--- src/rtl/rail_seq_pkg.sv ---
package rail_seq_pkg;

  // Synchronized condition pins, one struct so every stage moves them together.
  typedef struct packed {
    logic sys_pin;
    logic pwr_pin;
    logic rst_rel;
    logic flt_clr;
  } cond_vec_t;

  localparam int unsigned COND_W = $bits(cond_vec_t);

  // System condition: pin active and both hold-off lines released.
  function automatic logic sys_qualify(input logic pin, input logic rst_rel,
                                       input logic flt_clr);
    return pin & rst_rel & flt_clr;
  endfunction

  // Power condition: pin active and either system condition or bypass.
  function automatic logic pwr_qualify(input logic pin, input logic sys_ok,
                                       input logic bypass);
    return pin & (sys_ok | bypass);
  endfunction

  // One rail: its software bit and the condition of the group it sits in.
  function automatic logic rail_gate(input logic sw_bit, input logic in_pwr,
                                     input logic sys_ok, input logic pwr_ok);
    return sw_bit & (in_pwr ? pwr_ok : sys_ok);
  endfunction

endpackage

--- src/rtl/rseq_sync.sv ---
module rseq_sync #(
  parameter int unsigned WIDTH  = 4,
  parameter int unsigned STAGES = 2
) (
  input  logic             clk,
  input  logic             rst_n,
  input  logic [WIDTH-1:0] d,
  output logic [WIDTH-1:0] q
);
  logic [WIDTH-1:0] stg [STAGES];

  always_ff @(posedge clk or negedge rst_n) begin
    if (!rst_n) begin
      for (int i = 0; i < int'(STAGES); i++) stg[i] <= '0;
    end else begin
      stg[0] <= d;
      for (int i = 1; i < int'(STAGES); i++) stg[i] <= stg[i-1];
    end
  end

  assign q = stg[STAGES-1];
endmodule

--- src/rtl/rseq_cfg.sv ---
module rseq_cfg #(
  parameter int unsigned NUM_RAILS = 8
) (
  input  logic                 clk,
  input  logic                 rst_n,
  input  logic                 wr,
  input  logic [NUM_RAILS-1:0] sw_in,
  input  logic                 byp_in,
  input  logic                 clk_in,
  output logic [NUM_RAILS-1:0] sw_q,
  output logic                 byp_q,
  output logic                 clk_q
);
  // Software bits reset to ones: pins alone decide after reset.
  always_ff @(posedge clk or negedge rst_n) begin
    if (!rst_n) begin
      sw_q  <= '1;
      byp_q <= 1'b0;
      clk_q <= 1'b0;
    end else if (wr) begin
      sw_q  <= sw_in;
      byp_q <= byp_in;
      clk_q <= clk_in;
    end
  end
endmodule

--- src/rtl/rseq_gate.sv ---
module rseq_gate
  import rail_seq_pkg::*;
#(
  parameter int unsigned               NUM_RAILS      = 8,
  parameter logic [NUM_RAILS-1:0]      PWR_GROUP_MASK = 'h30
) (
  input  logic                 clk,
  input  logic                 rst_n,
  input  cond_vec_t            cond,
  input  logic [NUM_RAILS-1:0] sw_q,
  input  logic                 byp_q,
  output logic                 sys_ok,
  output logic                 pwr_ok,
  output logic [NUM_RAILS-1:0] rail_en
);
  logic [NUM_RAILS-1:0] rail_nxt;

  assign sys_ok = sys_qualify(cond.sys_pin, cond.rst_rel, cond.flt_clr);
  assign pwr_ok = pwr_qualify(cond.pwr_pin, sys_ok, byp_q);

  for (genvar g = 0; g < int'(NUM_RAILS); g++) begin : g_rail
    assign rail_nxt[g] = rail_gate(sw_q[g], PWR_GROUP_MASK[g], sys_ok, pwr_ok);
  end

  always_ff @(posedge clk or negedge rst_n) begin
    if (!rst_n) rail_en <= '0;
    else        rail_en <= rail_nxt;
  end
endmodule

--- src/rtl/rail_enable_seq.sv ---
module rail_enable_seq
  import rail_seq_pkg::*;
#(
  parameter int unsigned          NUM_RAILS      = 8,
  parameter int unsigned          SYNC_STAGES    = 2,
  parameter logic [NUM_RAILS-1:0] PWR_GROUP_MASK = 'h30
) (
  input  logic                 clk,
  input  logic                 rst_n,
  input  logic                 sys_en_pin,
  input  logic                 pwr_en_pin,
  input  logic                 reset_hold_n,
  input  logic                 batt_fault_n,
  input  logic                 cfg_wr,
  input  logic [NUM_RAILS-1:0] cfg_rail_sw,
  input  logic                 cfg_bypass,
  input  logic                 cfg_clk_ext,
  output logic [NUM_RAILS-1:0] rail_en,
  output logic                 rtc_on,
  output logic                 clk_sel_ext
);
  cond_vec_t            cond_raw;
  logic [COND_W-1:0]    cond_bits;
  cond_vec_t            cond_s;
  logic [NUM_RAILS-1:0] sw_q;
  logic                 byp_q;
  logic                 sys_gate;
  logic                 pwr_gate;

  assign cond_raw = '{sys_pin: sys_en_pin, pwr_pin: pwr_en_pin,
                      rst_rel: reset_hold_n, flt_clr: batt_fault_n};

  rseq_sync #(.WIDTH(COND_W), .STAGES(SYNC_STAGES)) u_sync (
    .clk(clk), .rst_n(rst_n), .d(cond_raw), .q(cond_bits)
  );
  assign cond_s = cond_vec_t'(cond_bits);

  rseq_cfg #(.NUM_RAILS(NUM_RAILS)) u_cfg (
    .clk(clk), .rst_n(rst_n), .wr(cfg_wr), .sw_in(cfg_rail_sw),
    .byp_in(cfg_bypass), .clk_in(cfg_clk_ext),
    .sw_q(sw_q), .byp_q(byp_q), .clk_q(clk_sel_ext)
  );

  rseq_gate #(.NUM_RAILS(NUM_RAILS), .PWR_GROUP_MASK(PWR_GROUP_MASK)) u_gate (
    .clk(clk), .rst_n(rst_n), .cond(cond_s), .sw_q(sw_q), .byp_q(byp_q),
    .sys_ok(sys_gate), .pwr_ok(pwr_gate), .rail_en(rail_en)
  );

  assign rtc_on = 1'b1;
endmodule

--- config.mk ---
export PLATFORM = sky130hd
export DESIGN_NAME = rail_enable_seq
export DESIGN_NICKNAME = d
export VERILOG_FILES = /design/src/rtl/rail_seq_pkg.sv /design/src/rtl/rseq_sync.sv /design/src/rtl/rseq_cfg.sv /design/src/rtl/rseq_gate.sv /design/src/rtl/rail_enable_seq.sv
export SDC_FILE = /design/constraint.sdc
export NUM_CORES = 1
export LEC_CHECK = 0
export ABC_CLOCK_PERIOD_IN_PS = 1200
export BUFFER_PORTS_ARGS = -buffer_cell sky130_fd_sc_hd__buf_2
export CAP_MARGIN = 20
export CORE_ASPECT_RATIO = 1.2
export CORE_MARGIN = 3
export CORE_UTILIZATION = 44
export DETAILED_ROUTE_END_ITERATION = 7
export PLACE_DENSITY = 0.78
export SLEW_MARGIN = 20
export SYNTH_ARGS = -nofsm -noshare
export SYNTH_HDL_FRONTEND = slang
export SYNTH_HIERARCHICAL = 1
export SYNTH_SLANG_ARGS = --single-unit
export TNS_END_PERCENT = 100
--- constraint.sdc ---
create_clock -name clk -period 1.2 [get_ports clk]
set_clock_uncertainty 0.1 [all_clocks]
set_input_delay 0.24 -clock clk [delete_from_list [all_inputs] [get_ports clk]]
set_output_delay 0.24 -clock clk [all_outputs]
set_load 0.01 [all_outputs]
Word level (Yosys, flattened, before mapping) --
Cells that the tools add are included.
Cells by class: bitwise operators 12
Operator list (count):
- 1-bit bitwise AND | 11
- 1-bit bitwise OR | 1
Word-level totals: logic and storage cells 18, flip-flop bits (word level) 26, output and inout port bits 10

Depth between registers and ports, before layout --
depth after elaboration 5, gate-level depth with buffers 4, mapped depth without buffers 2

By module --
The synthesis kept the hierarchy.
By module, submodules not included:
- rseq_cfg | cells an instance 21, times used 1, seq. area each 260.2 um2, area an instance 421.7 um2
- rseq_gate | cells an instance 20, times used 1, seq. area each 200.2 um2, area an instance 297.8 um2
- rseq_sync | cells an instance 12, times used 1, seq. area each 200.2 um2, area an instance 230.2 um2
- rail_enable_seq | cells an instance 2, times used 1, seq. area each 0.0 um2, area an instance 11.3 um2

Worst setup path before layout --
No wires, ideal clock.
path kind reg2reg, from register u_sync.stg, in the netlist u_sync/q[0], to register u_gate.rail_en[0], path buffers 2, period minus slack after synthesis 1.103 ns, cell stages (with the launch flop) 5, arrival 0.886 ns, data required time 0.983 ns, setup time 0.117 ns, setup slack 0.097 ns, cell sequence dfrtp_1 -> buf_4 -> and3_1 -> buf_6 -> and2_4
On the way: longest elaborated chain between the ends 2
RTL lines:
- start, declared | line rseq_sync.sv:10 | logic [WIDTH-1:0] stg [STAGES];
- 1-bit bitwise AND | line rail_seq_pkg.sv:16 | return pin & rst_rel & flt_clr;
- named net sys_gate | line rail_enable_seq.sv:27 | logic sys_gate;
- 1-bit bitwise AND | line rail_seq_pkg.sv:28 | return sw_bit & (in_pwr ? pwr_ok : sys_ok);
- named net u_gate.rail_nxt[0] | line rseq_gate.sv:16 | logic [NUM_RAILS-1:0] rail_nxt;
- end signal, assigned | line rseq_gate.sv:27 | else rail_en <= rail_nxt;
- end, declared | line rseq_gate.sv:14 | output logic [NUM_RAILS-1:0] rail_en
The timed path passes the listed nets, and every way through them passes these cells. A chain may end at the register's enable or synchronous reset.

Final worst setup path --
from register u_cfg.clk_q, to output port clk_sel_ext
RTL lines:
- start, declared | line rseq_cfg.sv:12 | output logic clk_q
- start signal, assigned | line rseq_cfg.sv:23 | clk_q <= clk_in;
- end, declared | line rail_enable_seq.sv:20 | output logic clk_sel_ext
No word-level cell between the ends.

==> reports/qor.yml <==
grt_max_degree: 27
hold_violations: 0
worst_slew_pin_slew_ns: 0.535
postLayoutCoreUtil_pct: 59.0
synth_nets: 71
antenna_left: 0
synth_area_per_cell_um2: 17.7
dpl_cell_area_um2: 1050
diodes: 0
cts_root_buf: "clkbuf_4"
wl_per_cell_um: 12.5
layout_setup_ws_ns: 0.0125
overflow: 0
grt_antenna_before_repair: 0
drtIter0Drc: 1
start_kind: "flop"
vias_per_cell: 4.44
post_cts_resize_count: 0
crit_chain: "buf_2"
seqCellArea_um2: 661
critical_path_arrival_ns: 0.85
crit_buf_inv: 1
max_clock_freq_ghz: 0.842
synthCells: 54
crit_fanout: 2
cts_setup_buffers: 0
cap_violations: 0
dieWidth_um: 48.5
worstPathRequired_ns: 0.86
cp-startpoint: "u_cfg/clk_q"
final_cell_mix: "buf_2 (25), dfrtp_1 (18), mux2_4 (10)"
ir_drop_mv: 0.845
syn_to_final_growth_pct: 19.5
final_cell_area_um2: 1140
final_common_cell: "buf_2"
p_leak_nw: 0.593
vias: 484
drv_slew: 0
fin_nets: 99
slew_headroom_pct: 64.3
slowest_stage: "dfrtp_1"
critPathMaxStageDelay_ns: 0.40
detail_route.wirelength_um: 1360
synth_warnings: 6
clock_sinks: 26
cts_buffer_depth: 2
dieArea_um2: 2770
clock_latency_ns: 0.31
crit_type: "flop to primary output"
cts_tree: "yes"
clk_pin_slew_ns: 0.13
ff2ff_path_depth: 2
finalCriticalPeriod_ns: 1.19
track_usage_pct: 11.1
start_util_pct: 49.3
r2r-start: "u_sync/q[0]"
globalplace.congestion: 0.632
dp_slack_ns: 0.103
multi_input_area_um2: 234
cts_buffers: 3
period_share_pct: 99.0
die_y_um: 57.0
drc: 0
crit_path_end_kind: "primary output"
min_path_type: "input pin to flop"
report.power.total_mw: 1.57
whs_ns: 0.0512
crit_cells: 1
cts.htree.levels: 1
crit_family: "flip-flops"
rsz0062_at_grt: "yes"
fillers: 145
port_buffers: 25
syn_area_um2: 955
min_from: "cfg_rail_sw[7]"
drtPass1Iterations: 2
cellPowerDensity_nw_per_um2: 1370
finalSetupViolCount: 0
pin_count: 27
drive_gt1_share_pct: 66.7
core_area_um2: 1940
whs_path_depth: 2
grt_pass1_wl_um: 2300
rows: 17
status: "finished clean"
first_global_vias: 499
path summary, 6_finish.rpt:
kind / endpoint / slack [ns]
worst max-delay path: clk_sel_ext / 0.01
worst min-delay path: u_cfg/sw_q[7] / 0.05
worst max register to register: u_gate/rail_en[4] / 0.18
worst min register to register: u_sync/q[0] / 0.26
max in group asynchronous: u_cfg/sw_q[4] / 0.30
min in group asynchronous: u_gate/rail_en[2] / 0.33
per-layer routing:
| layer | GRT usage (%) | wire [um] | share of wire, % |
|---|---|---|---|
| met1 | 12.9 | 563 | 41 |
| met2 | 17.1 | 675 | 50 |
| met3 | 3.92 | 95 | 7.0 |
| met4 | 8.13 | 27 | 2.0 |
| met5 | 0 | 0 | 0 |
final cells by class:
cell class              count  area share, %
well taps                  28           3.07
clock buffers               4           3.18
multi-input cells          21           20.5
flip-flops and latches     26           57.9
repair buffers             30           15.4
state kept, by name (all words and copies together), names as in the netlist:
signal / cells
u_cfg/sw_q: 8
u_gate/rail_en: 8
u_sync/q: 4
u_sync/stg: 4
u_cfg/byp_q: 1
u_cfg/clk_q: 1
timing repair:
| item | CTS | global route |
|---|---|---|
| hold buffers | 5 | 0 |
| endpoints found under the hold margin | 22 | 0 |
| endpoints found under the setup margin | 1 | 7 |
metrics by stage:
step	setup TNS [ns]	instances
finish	0	109
global route	-0.0773	109
CTS	-0.00647	109
detailed placement	0	100
global placement	0	100
floorplan	0	54
where the power goes:
| group | switching, mW | internal, mW | leakage [nW] | total [mW] |
|---|---|---|---|---|
| logic | 0.0637 | 0.102 | 0.262 | 0.166 |
| registers | 0.0265 | 0.954 | 0.310 | 0.981 |
| clock network | 0.234 | 0.185 | 0.0210 | 0.419 |
No activity file was read; power rests on OpenSTA's default activity.
